## src/rtl/dwl_pkg.sv

```systemverilog
package dwl_pkg;
    typedef enum logic [1:0] {
        DST_CTRL  = 2'b00,
        DST_FREQ0 = 2'b01,
        DST_FREQ1 = 2'b10,
        DST_PHASE = 2'b11
    } dest_e;

    typedef enum logic [1:0] {
        SH_IDLE  = 2'b00,
        SH_SHIFT = 2'b01,
        SH_HOLD  = 2'b10
    } shift_state_e;

    typedef enum logic {
        HALF_LO = 1'b0,
        HALF_HI = 1'b1
    } half_state_e;
endpackage

```

## src/rtl/dwl_shifter.sv

```systemverilog
module dwl_shifter
    import dwl_pkg::*;
#(
    parameter int WORD_W = 16
) (
    input  logic              clk,
    input  logic              rst_n,
    input  logic              sclk,
    input  logic              fsync_n,
    input  logic              sdata,
    output logic              word_valid,
    output logic [WORD_W-1:0] word_q
);
    localparam int CNT_W = $clog2(WORD_W);

    logic [2:0]       sclk_sync;
    logic [1:0]       fs_sync;
    logic [1:0]       sd_sync;
    logic             sclk_fall;
    logic             fs_high;
    logic             last_bit;
    logic [CNT_W-1:0] cnt_q;
    shift_state_e     state_q, state_d;
    logic             shift_en;
    logic             take;

    always_ff @(posedge clk or negedge rst_n) begin
        if (!rst_n) begin
            sclk_sync <= 3'b111;
            fs_sync   <= 2'b11;
            sd_sync   <= 2'b00;
        end else begin
            sclk_sync <= {sclk_sync[1:0], sclk};
            fs_sync   <= {fs_sync[0], fsync_n};
            sd_sync   <= {sd_sync[0], sdata};
        end
    end

    assign sclk_fall = sclk_sync[2] & ~sclk_sync[1];
    assign fs_high   = fs_sync[1];
    assign last_bit  = (cnt_q == CNT_W'(WORD_W - 1));

    always_ff @(posedge clk or negedge rst_n) begin
        if (!rst_n) state_q <= SH_IDLE;
        else        state_q <= state_d;
    end

    always_comb begin
        state_d  = state_q;
        shift_en = 1'b0;
        take     = 1'b0;
        unique case (state_q)
            SH_IDLE: begin
                if (!fs_high) state_d = SH_SHIFT;
            end
            SH_SHIFT: begin
                if (sclk_fall && last_bit) begin
                    shift_en = 1'b1;
                    take     = 1'b1;
                    state_d  = SH_HOLD;
                end else if (fs_high) begin
                    state_d = SH_IDLE;
                end else if (sclk_fall) begin
                    shift_en = 1'b1;
                end
            end
            SH_HOLD: begin
                if (fs_high) state_d = SH_IDLE;
            end
            default: state_d = SH_IDLE;
        endcase
    end

    always_ff @(posedge clk or negedge rst_n) begin
        if (!rst_n) begin
            cnt_q      <= '0;
            word_q     <= '0;
            word_valid <= 1'b0;
        end else begin
            word_valid <= take;
            if (state_q != SH_SHIFT) cnt_q <= '0;
            else if (shift_en)       cnt_q <= cnt_q + 1'b1;
            if (shift_en) word_q <= {word_q[WORD_W-2:0], sd_sync[1]};
        end
    end
endmodule

```

## src/rtl/dwl_freq_slot.sv

```systemverilog
module dwl_freq_slot
    import dwl_pkg::*;
#(
    parameter int HALF_W = 14
) (
    input  logic                clk,
    input  logic                rst_n,
    input  logic                wr,
    input  logic                clr,
    input  logic                full_mode,
    input  logic                hi_sel,
    input  logic [HALF_W-1:0]   din,
    output logic [2*HALF_W-1:0] value
);
    half_state_e       state_q, state_d;
    logic              stage_ld;
    logic              commit;
    logic [HALF_W-1:0] stage_q;

    always_ff @(posedge clk or negedge rst_n) begin
        if (!rst_n) state_q <= HALF_LO;
        else        state_q <= state_d;
    end

    always_comb begin
        state_d  = state_q;
        stage_ld = 1'b0;
        commit   = 1'b0;
        if (clr) begin
            state_d = HALF_LO;
        end else if (wr && full_mode) begin
            unique case (state_q)
                HALF_LO: begin
                    stage_ld = 1'b1;
                    state_d  = HALF_HI;
                end
                HALF_HI: begin
                    commit  = 1'b1;
                    state_d = HALF_LO;
                end
            endcase
        end
    end

    always_ff @(posedge clk or negedge rst_n) begin
        if (!rst_n) begin
            stage_q <= '0;
            value   <= '0;
        end else begin
            if (stage_ld) stage_q <= din;
            if (commit) begin
                value <= {din, stage_q};
            end else if (wr && !full_mode) begin
                if (hi_sel) value[2*HALF_W-1:HALF_W] <= din;
                else        value[HALF_W-1:0]        <= din;
            end
        end
    end
endmodule

```

## src/rtl/dds_word_loader.sv

```systemverilog
module dds_word_loader
    import dwl_pkg::*;
#(
    parameter int WORD_W  = 16,
    parameter int FREQ_W  = 28,
    parameter int PHASE_W = 12
) (
    input  logic               clk,
    input  logic               rst_n,
    input  logic               sclk,
    input  logic               fsync_n,
    input  logic               sdata,
    output logic [WORD_W-3:0]  ctrl_bits,
    output logic [FREQ_W-1:0]  freq0_word,
    output logic [FREQ_W-1:0]  freq1_word,
    output logic [PHASE_W-1:0] phase0_word,
    output logic [PHASE_W-1:0] phase1_word
);
    localparam int PAY_W  = WORD_W - 2;
    localparam int HALF_W = FREQ_W / 2;
    localparam int FULL_B = PAY_W - 1;
    localparam int HLB_B  = PAY_W - 2;
    localparam int PSEL_B = PAY_W - 1;

    logic              word_valid;
    logic [WORD_W-1:0] word_q;
    dest_e             dest;
    logic              ctrl_wr;
    logic [FREQ_W-1:0] fword [2];

    dwl_shifter #(.WORD_W(WORD_W)) u_shift (
        .clk       (clk),
        .rst_n     (rst_n),
        .sclk      (sclk),
        .fsync_n   (fsync_n),
        .sdata     (sdata),
        .word_valid(word_valid),
        .word_q    (word_q)
    );

    assign dest    = dest_e'(word_q[WORD_W-1 -: 2]);
    assign ctrl_wr = word_valid && (dest == DST_CTRL);

    for (genvar g = 0; g < 2; g++) begin : g_freq
        dwl_freq_slot #(.HALF_W(HALF_W)) u_slot (
            .clk      (clk),
            .rst_n    (rst_n),
            .wr       (word_valid && (word_q[WORD_W-1 -: 2] == 2'(g + 1))),
            .clr      (ctrl_wr),
            .full_mode(ctrl_bits[FULL_B]),
            .hi_sel   (ctrl_bits[HLB_B]),
            .din      (word_q[HALF_W-1:0]),
            .value    (fword[g])
        );
    end

    assign freq0_word = fword[0];
    assign freq1_word = fword[1];

    always_ff @(posedge clk or negedge rst_n) begin
        if (!rst_n) begin
            ctrl_bits   <= '0;
            phase0_word <= '0;
            phase1_word <= '0;
        end else if (word_valid) begin
            unique case (dest)
                DST_CTRL:  ctrl_bits <= word_q[PAY_W-1:0];
                DST_PHASE: begin
                    if (word_q[PSEL_B]) phase1_word <= word_q[PHASE_W-1:0];
                    else                phase0_word <= word_q[PHASE_W-1:0];
                end
                default: ;
            endcase
        end
    end
endmodule

```

## config.mk

```make
export PLATFORM = sky130hd
export DESIGN_NAME = dds_word_loader
export DESIGN_NICKNAME = d
export VERILOG_FILES = /design/src/rtl/dwl_pkg.sv /design/src/rtl/dwl_shifter.sv /design/src/rtl/dwl_freq_slot.sv /design/src/rtl/dds_word_loader.sv
export SDC_FILE = /design/constraint.sdc
export NUM_CORES = 1
export LEC_CHECK = 0
export BUFFER_PORTS_ARGS = -buffer_cell sky130_fd_sc_hd__buf_2
export CAP_MARGIN = 15
export CORE_MARGIN = 1.5
export CORE_UTILIZATION = 51
export DETAILED_ROUTE_END_ITERATION = 8
export PLACE_DENSITY = 0.75
export RECOVER_POWER = 100
export SYNTH_ARGS = -nofsm -noshare
export SYNTH_HDL_FRONTEND = slang
export SYNTH_HIERARCHICAL = 1
export SYNTH_SLANG_ARGS = --single-unit
```

## constraint.sdc

```tcl
create_clock -name clk -period 2.2 [get_ports clk]
set_clock_uncertainty 0.05 [all_clocks]
set_input_delay 0.44 -clock clk [delete_from_list [all_inputs] [get_ports clk]]
set_output_delay 0.44 -clock clk [all_outputs]
set_load 0.01 [all_outputs]
```

==> metrics, run 1 <==
Hold Path Depth 1; RePlAce Congestion a little under 0.8; Final Hold Violating Endpoints 0; Most used DFF post-synth dfrtp_1; top cells by count, synth 149 x dfrtp_1, 134 x mux2_2, 30 x mux2_4; CTS tree done; vias around 3,700; MaxCap Viol Count 0; most frequent cell after synthesis dfrtp_1; H-tree depth 4; Ports just under 100; Post-Syn Nets 397; FF-to-FF Start u_shift/word_q[15]$_DFFE_PN0P_; area grow syn2layout 18.6%; Slowest cell on crit path dfrtp_1; clk sinks approximately 150; Setup crit start kind register; CP cell instances nor3b_4 -> and3b_1 -> o21ai_2 -> buf_12 -> mux2_2; layout cells sized above 1 about 40%; Slew HR a little under a quarter; clock latency at the later pin of the worst-skew pair 0.41 ns; Cells after Synth around 400; Post-synth ARST share between 90% and 100%; FP Rows 40; Die Footprint 13,200 um^2; largest net degree at the start of global routing 69; Seq/Total Area, Yosys about three fifths; Pre-antenna DRT Iters 4; drt total wl approximately 13,000 um; count of cell types in the netlist between 40 and 50; setup TNS 0 ns; vias per cell between 5 and 6; VDD IR-drop max 0.385 mV; Hold/Removal Path Class primary input to register; Die W roughly 110 um; WL/cell roughly 18 um; core outline area between 10,000 and 15,000 um^2; final worst path period share 95.0%; CTS Root Cell clkbuf_16; worst r2r dst g_freq[1].u_slot/value[24]$_DFFE_PN0P_; DRC Markers 0; # port buffers ~100; total global routing track utilization 20.9%; Iter 0 DRT Violations 151; global-route wire length before repair approximately 21,000 um; Yosys top cell area share between 50% and 60%; WHS 0.0700 ns; EDFF count, synth 0; Worst-path clk slew roughly 0.06 ns; Worst Max-Slew Pin Slew between 1 and 1.5 ns; initial antenna violation count 0; Worst Hold End u_shift/sclk_sync[0]$_DFF_PN1_; DP HPWL ~8500 um; CP max FO 12; pins over their slew limit 0; Longest Clk Path Bufs 2; Synth Warn # 6; total CTS buffers 17; CP max stage delay between 0.4 and 0.5 ns; RSZ-0062 raised after global routing false; reg2reg setup slack around 0.11 ns; Antenna Cells 0; CP delay by family, top simple AND/OR/NAND/NOR gates; Post-CTS Setup Bufs 0; Max Clk Rate around 480 MHz; #FFs+latches synth about 150; Pleak ~3.8 nW; vias in the first global route 3,885; outcome finished clean; Critical Path AT 2.34 ns; Yosys top cell by area dfrtp_1; Initial Util a little over half; top post-synthesis cells by area dfrtp_1 58%, mux2_2 24%, mux2_4 7.0%; chip height roughly 110 um; Worst EP required between 2 and 2.5 ns; gr ovfl total 0; Final min period between 2 and 2.5 ns; HP Start sclk; CP Capture Type register; worst-case reg-to-reg path depth 5; power density cells roughly 820 nW/um^2; Setup Crit Path Kind register to register; Post-Syn Area 6390 um^2; # setup viols final 0; ANT nets after route 0; Buffers & Inverters on Critical Path 1; nets roughly 520; syn avg cell area 16.3 um^2
==> metal layers <==
| metal | share of wire [%] | track usage, % | wire length [um] |
|---|---|---|---|
| met1 | 45 | 27.5 | 5790 |
| met2 | 49 | 33.7 | 6330 |
| met3 | 4.4 | 6.38 | 570 |
| met4 | 1.0 | 6.50 | 133 |
| met5 | 0 | 0 | 0 |
==> layout by cell type, fill, tap and decap left out, types with 2 or more instances in the layout <==
master	n
mux2_4	14
o21ai_2	2
buf_4	2
bufinv_16	4
nand4b_2	2
dfrtp_1	149
clkbuf_16	17
clkbuf_1	103
buf_12	3
mux2_2	134
nand2b_1	3
nor2b_1	3
nand2_1	5
a21oi_1	3
buf_2	4
o21ai_0	2
mux2_1	18
nand3_1	4
a211oi_1	2
xor2_1	2
o21a_2	2
nor3_1	3
nor2_1	7
clkinv_2	2
clkbuf_2	8
clkbuf_8	4
and3b_1	2
dfstp_2	4
==> flip-flops by register name, indices dropped and copies added, names as in the netlist <==
register,flops
ctrl_bits,14
g_freq.u_slot/stage_q,28
g_freq.u_slot/state_q,2
g_freq.u_slot/value,56
phase0_word,12
phase1_word,12
u_shift/cnt_q,4
u_shift/fs_sync,2
u_shift/sclk_sync,3
u_shift/sd_sync,2
u_shift/state_q,2
u_shift/word_q,16
u_shift/word_valid,1
==> power breakdown <==
part | switching [mW] | internal (mW)
Sequential | 0.0985 | 2.88
Combinational | 0.0880 | 0.101
Clock | 1.06 | 2.02
Total | 1.25 | 5.00
==> worst max path at each step <==
stage                                        start                                endpoint  slack, ns  cells past startpoint
floorplan           u_shift/word_q[15]$_DFFE_PN0P_  g_freq[0].u_slot/value[17]$_DFFE_PN0P_       0.11                      6
CTS                   u_shift/word_valid$_DFF_PN0_  g_freq[0].u_slot/value[13]$_DFFE_PN0P_       0.08                      4
detailed placement    u_shift/word_valid$_DFF_PN0_   g_freq[0].u_slot/value[1]$_DFFE_PN0P_       0.09                      4
global route        u_shift/word_q[15]$_DFFE_PN0P_   g_freq[0].u_slot/value[4]$_DFFE_PN0P_       0.01                      5
global placement      u_shift/word_valid$_DFF_PN0_   g_freq[1].u_slot/value[3]$_DFFE_PN0P_       0.19                      4
finish              u_shift/word_q[15]$_DFFE_PN0P_  g_freq[1].u_slot/value[24]$_DFFE_PN0P_       0.11                      5
==> cell families after synthesis <==
family	synth area share [%]
multiplexers	31.2
flip-flops	60.4
AND/OR/NAND/NOR	4.31
AO/OA/AOI/OAI	1.72
buffers and inverters	1.94
XOR/XNOR	0.274
adder cells (fa/ha/maj)	0.196
==> layout make-up <==
cell class	count	area (um^2)
sequential	154	3860
clock buffer	25	495
timing repair buffer	120	551
fill	996	4530
inverter	1	3.75
tap	168	210
multi-input combinational	223	2320
clock inverter	7	138
==> timing repair <==
item	in CTS	in global routing
gates resized for setup	0	2
endpoints found under the hold margin	42	0
hold buffers	1	0
endpoints found under the setup margin	0	23
==> stage by stage <==
stage               instances  util, %  setup WS, ns  power, mW  cell area (um^2)
floorplan                 391        -         0.110       3.13              6390
global placement          665     59.4         0.192       3.23              7200
detailed placement        665     59.4        0.0913       3.25              7200
CTS                       698     64.7        0.0762       6.33              7840
global route              698     62.6        0.0136       6.46              7580
finish                    698     62.6         0.110       6.24              7580
Power figures use the tool's default switching activity.
==> run 2, diff against run 1 <==
--- a/config.mk
+++ b/config.mk
@@ -7,10 +7,11 @@
 export LEC_CHECK = 0
 export BUFFER_PORTS_ARGS = -buffer_cell sky130_fd_sc_hd__buf_2
 export CAP_MARGIN = 15
+export CORE_ASPECT_RATIO = 1.75
 export CORE_MARGIN = 1.5
-export CORE_UTILIZATION = 51
+export CORE_UTILIZATION = 56
 export DETAILED_ROUTE_END_ITERATION = 8
-export PLACE_DENSITY = 0.75
+export PLACE_DENSITY = 0.78
 export RECOVER_POWER = 100
 export SYNTH_ARGS = -nofsm -noshare
 export SYNTH_HDL_FRONTEND = slang
==> constraint.sdc (replaced) <==
create_clock -name clk -period 2.3 [get_ports clk]
set_clock_uncertainty 0.05 [all_clocks]
set_input_delay 0.46 -clock clk [delete_from_list [all_inputs] [get_ports clk]]
set_output_delay 0.46 -clock clk [all_outputs]
set_load 0.01 [all_outputs]
==> run 2 against run 1 <==
Compared with the run above:
- sequential power fell by 4%
- power fell by 7.3%
- flip-flop and latch count is the same
- die area fell by 8.5%
- clock-buffer cell count unchanged
- routed wire length up 0.90%
- design area decreased by 1.9%
- fmax shrank 5.3%
- clock power shrank 11%
- setup slack got worse by 0.018 ns
- global-route usage increased by 1.6 points
- critical path type unchanged
- critical endpoint is now g_freq[1].u_slot/stage_q[7]$_DFFE_PN0P_
- largest cell class unchanged
- highest routed layer unchanged
==> metrics, run 2 (synthesized netlist as in run 1, its figures left out) <==
pins over their slew limit 0 (unchanged); Final min period 2.21 ns (+0.118 ns); nets 522 (-0.19%); WHS 0.0904 ns (+0.0205 ns); max reg flops 56 (unchanged); gr ovfl total 0 (unchanged); CTS tree done; worst r2r dst g_freq[1].u_slot/stage_q[7]$_DFFE_PN0P_; total power 5.79 mW (-7.3%); vias per cell 5.59 (+6.6%); power density cells 779 nW/um^2 (-5.4%); core outline area 11,100 um^2 (-8.3%); initial antenna violation count 0 (unchanged); Worst Max-Slew Pin Slew 1.02 ns (-0.136 ns); CTS Hold Buffers Added 1 (unchanged); Hold Path Depth 1 (unchanged); layout cells sized above 1 38.0% (-1.6 points); Iter 0 DRT Violations 152 (+0.66%); HP Start sclk; ANT nets after route 0 (unchanged); Resize count post-CTS 0 (unchanged); WL/cell 19.6 um (+6.6%); # port buffers 98 (unchanged); total CTS buffers 17 (unchanged); RePlAce Congestion 0.815 (+5.9%); H-tree depth 4 (unchanged); Finished Cell Area 7430 um^2 (-1.9%); drt total wl 12,900 um (+0.90%); chip height 144 um (+26%); Ports 99 (unchanged); DRC Markers 0 (unchanged); part of the power in registers 49.3% (+1.6 points); total global routing track utilization 22.5% (+1.6 points); most frequent cells in the layout 149 x dfrtp_1, 134 x mux2_2, 105 x clkbuf_1; DP HPWL 8820 um (+4.3%); setup TNS 0 ns (unchanged); CTS Root Cell clkbuf_16; Die W 83.8 um (-27%); Max Clk Rate 453 MHz (-5.3%); vias in the first global route 4,040 (+4.0%); Setup Crit Path Kind register to register; CP max FO 10 (-2); area grow syn2layout 16.2%; Initial Util 57.6% (+4.8 points); Top Registers g_freq.u_slot/value (56), g_freq.u_slot/stage_q (28), u_shift/word_q (16); MaxCap Viol Count 0 (unchanged); Placed Instance Area 7110 um^2 (-1.3%); Pre-antenna DRT Iters 4 (unchanged); RSZ-0062 raised after global routing false; Worst EP required 2.55 ns (+0.10 ns); worst-case reg-to-reg path depth 5 (unchanged); commonest non-fill, non-tap cell in the layout dfrtp_1; reg2reg setup slack 0.09 ns (-0.02 ns); Antenna Cells 0 (unchanged); Longest Clk Path Bufs 2 (unchanged); Post-CTS Setup Bufs 0 (unchanged); Pleak 3.74 nW (-2.0%); Clock Power Share 47.5% (-1.8 points); global-route wire length before repair 20,600 um (-0.30%); post-layout util 66.9% (+4.4 points); Critical Path AT 2.45 ns (+0.11 ns); Setup crit start kind register; Final Hold Violating Endpoints 0 (unchanged); cell internal pwr 4.58 mW (-8.3%); combinational power share 3.2% (+0.2 points); Top reg by flops g_freq.u_slot/value; VDD IR-drop max 0.555 mV (+44%); Die Footprint 12,100 um^2 (-8.5%); switching part of the total 20.8% (+0.87 points); vias 3,695 (+0.93%); largest net degree at the start of global routing 48 (-30%); Hold/Removal Path Class primary input to register; clock latency at the later pin of the worst-skew pair 0.41 ns (about the same); Worst-path clk slew 0.06 ns (about the same); CP Capture Type register; Slew HR 31.9% (+9.1 points); # setup viols final 0 (unchanged); Worst Hold End u_shift/sclk_sync[0]$_DFF_PN1_; final worst path period share 96.0% (+0.99 points); FP Rows 51 (+28%); clk sinks 154 (unchanged); FF-to-FF Start u_shift/word_q[14]$_DFFE_PN0P_; net load switching power 1.21 mW (-3.2%); outcome finished clean
run 2: per-stage QoR:
| stage | std cells | setup WS, ns |
|---|---|---|
| floorplan | 391 | 0.210 |
| global placement | 628 | 0.223 |
| detailed placement | 628 | 0.144 |
| CTS | 661 | 0.128 |
| global route | 661 | 0.00863 |
| finish | 661 | 0.0925 |
run 2: layer usage:
layer | global-route usage, % | wire length, um | vias up
met5 | 0 | 0 | -
met4 | 8.97 | 178 | 0
met3 | 5.65 | 434 | 14
met2 | 40.5 | 7190 | 79
met1 | 25.7 | 5130 | 1941
li1 | - | - | 1661
run 2: power by group through the flow:
stage | Sequential (mW) | Clock [mW] | Combinational (mW)
2_1_floorplan | 2.86 | 0 | 0.134
3_3_place_gp | 2.90 | 0 | 0.199
3_5_place_dp | 2.91 | 0 | 0.210
4_1_cts | 2.86 | 2.79 | 0.213
5_1_grt | 2.87 | 2.91 | 0.203
6_report | 2.86 | 2.75 | 0.183
run 2: how the worst max path moves through the flow:
stage | start | end | slack [ns] | cells after the start
floorplan | u_shift/word_q[15]$_DFFE_PN0P_ | g_freq[0].u_slot/value[17]$_DFFE_PN0P_ | 0.21 | 6
detailed placement | u_shift/word_q[15]$_DFFE_PN0P_ | g_freq[1].u_slot/value[4]$_DFFE_PN0P_ | 0.14 | 5
global placement | u_shift/word_q[15]$_DFFE_PN0P_ | g_freq[1].u_slot/value[1]$_DFFE_PN0P_ | 0.22 | 5
CTS | u_shift/word_q[15]$_DFFE_PN0P_ | g_freq[1].u_slot/value[2]$_DFFE_PN0P_ | 0.13 | 5
global route | rst_n | g_freq[1].u_slot/value[2]$_DFFE_PN0P_ | 0.009 | 3
finish | u_shift/word_q[14]$_DFFE_PN0P_ | g_freq[1].u_slot/stage_q[7]$_DFFE_PN0P_ | 0.09 | 5
run 2: layout make-up:
class	count	area (um^2)
Clock buffer	25	505
Inverter	1	3.75
Timing Repair Buffer	119	498
Sequential cell	154	3860
Multi-Input combinational cell	223	2310
Clock inverter	7	87.6
Fill cell	828	3670
Tap cell	132	165
run 2: worst max-delay path, cell delays in order, from the launching register on:
cell	delay (ns)
dfrtp_1	0.46
and3b_1	0.35
nand2_1	0.13
nor3_1	0.36
clkbuf_2	0.37
mux2_2	0.38
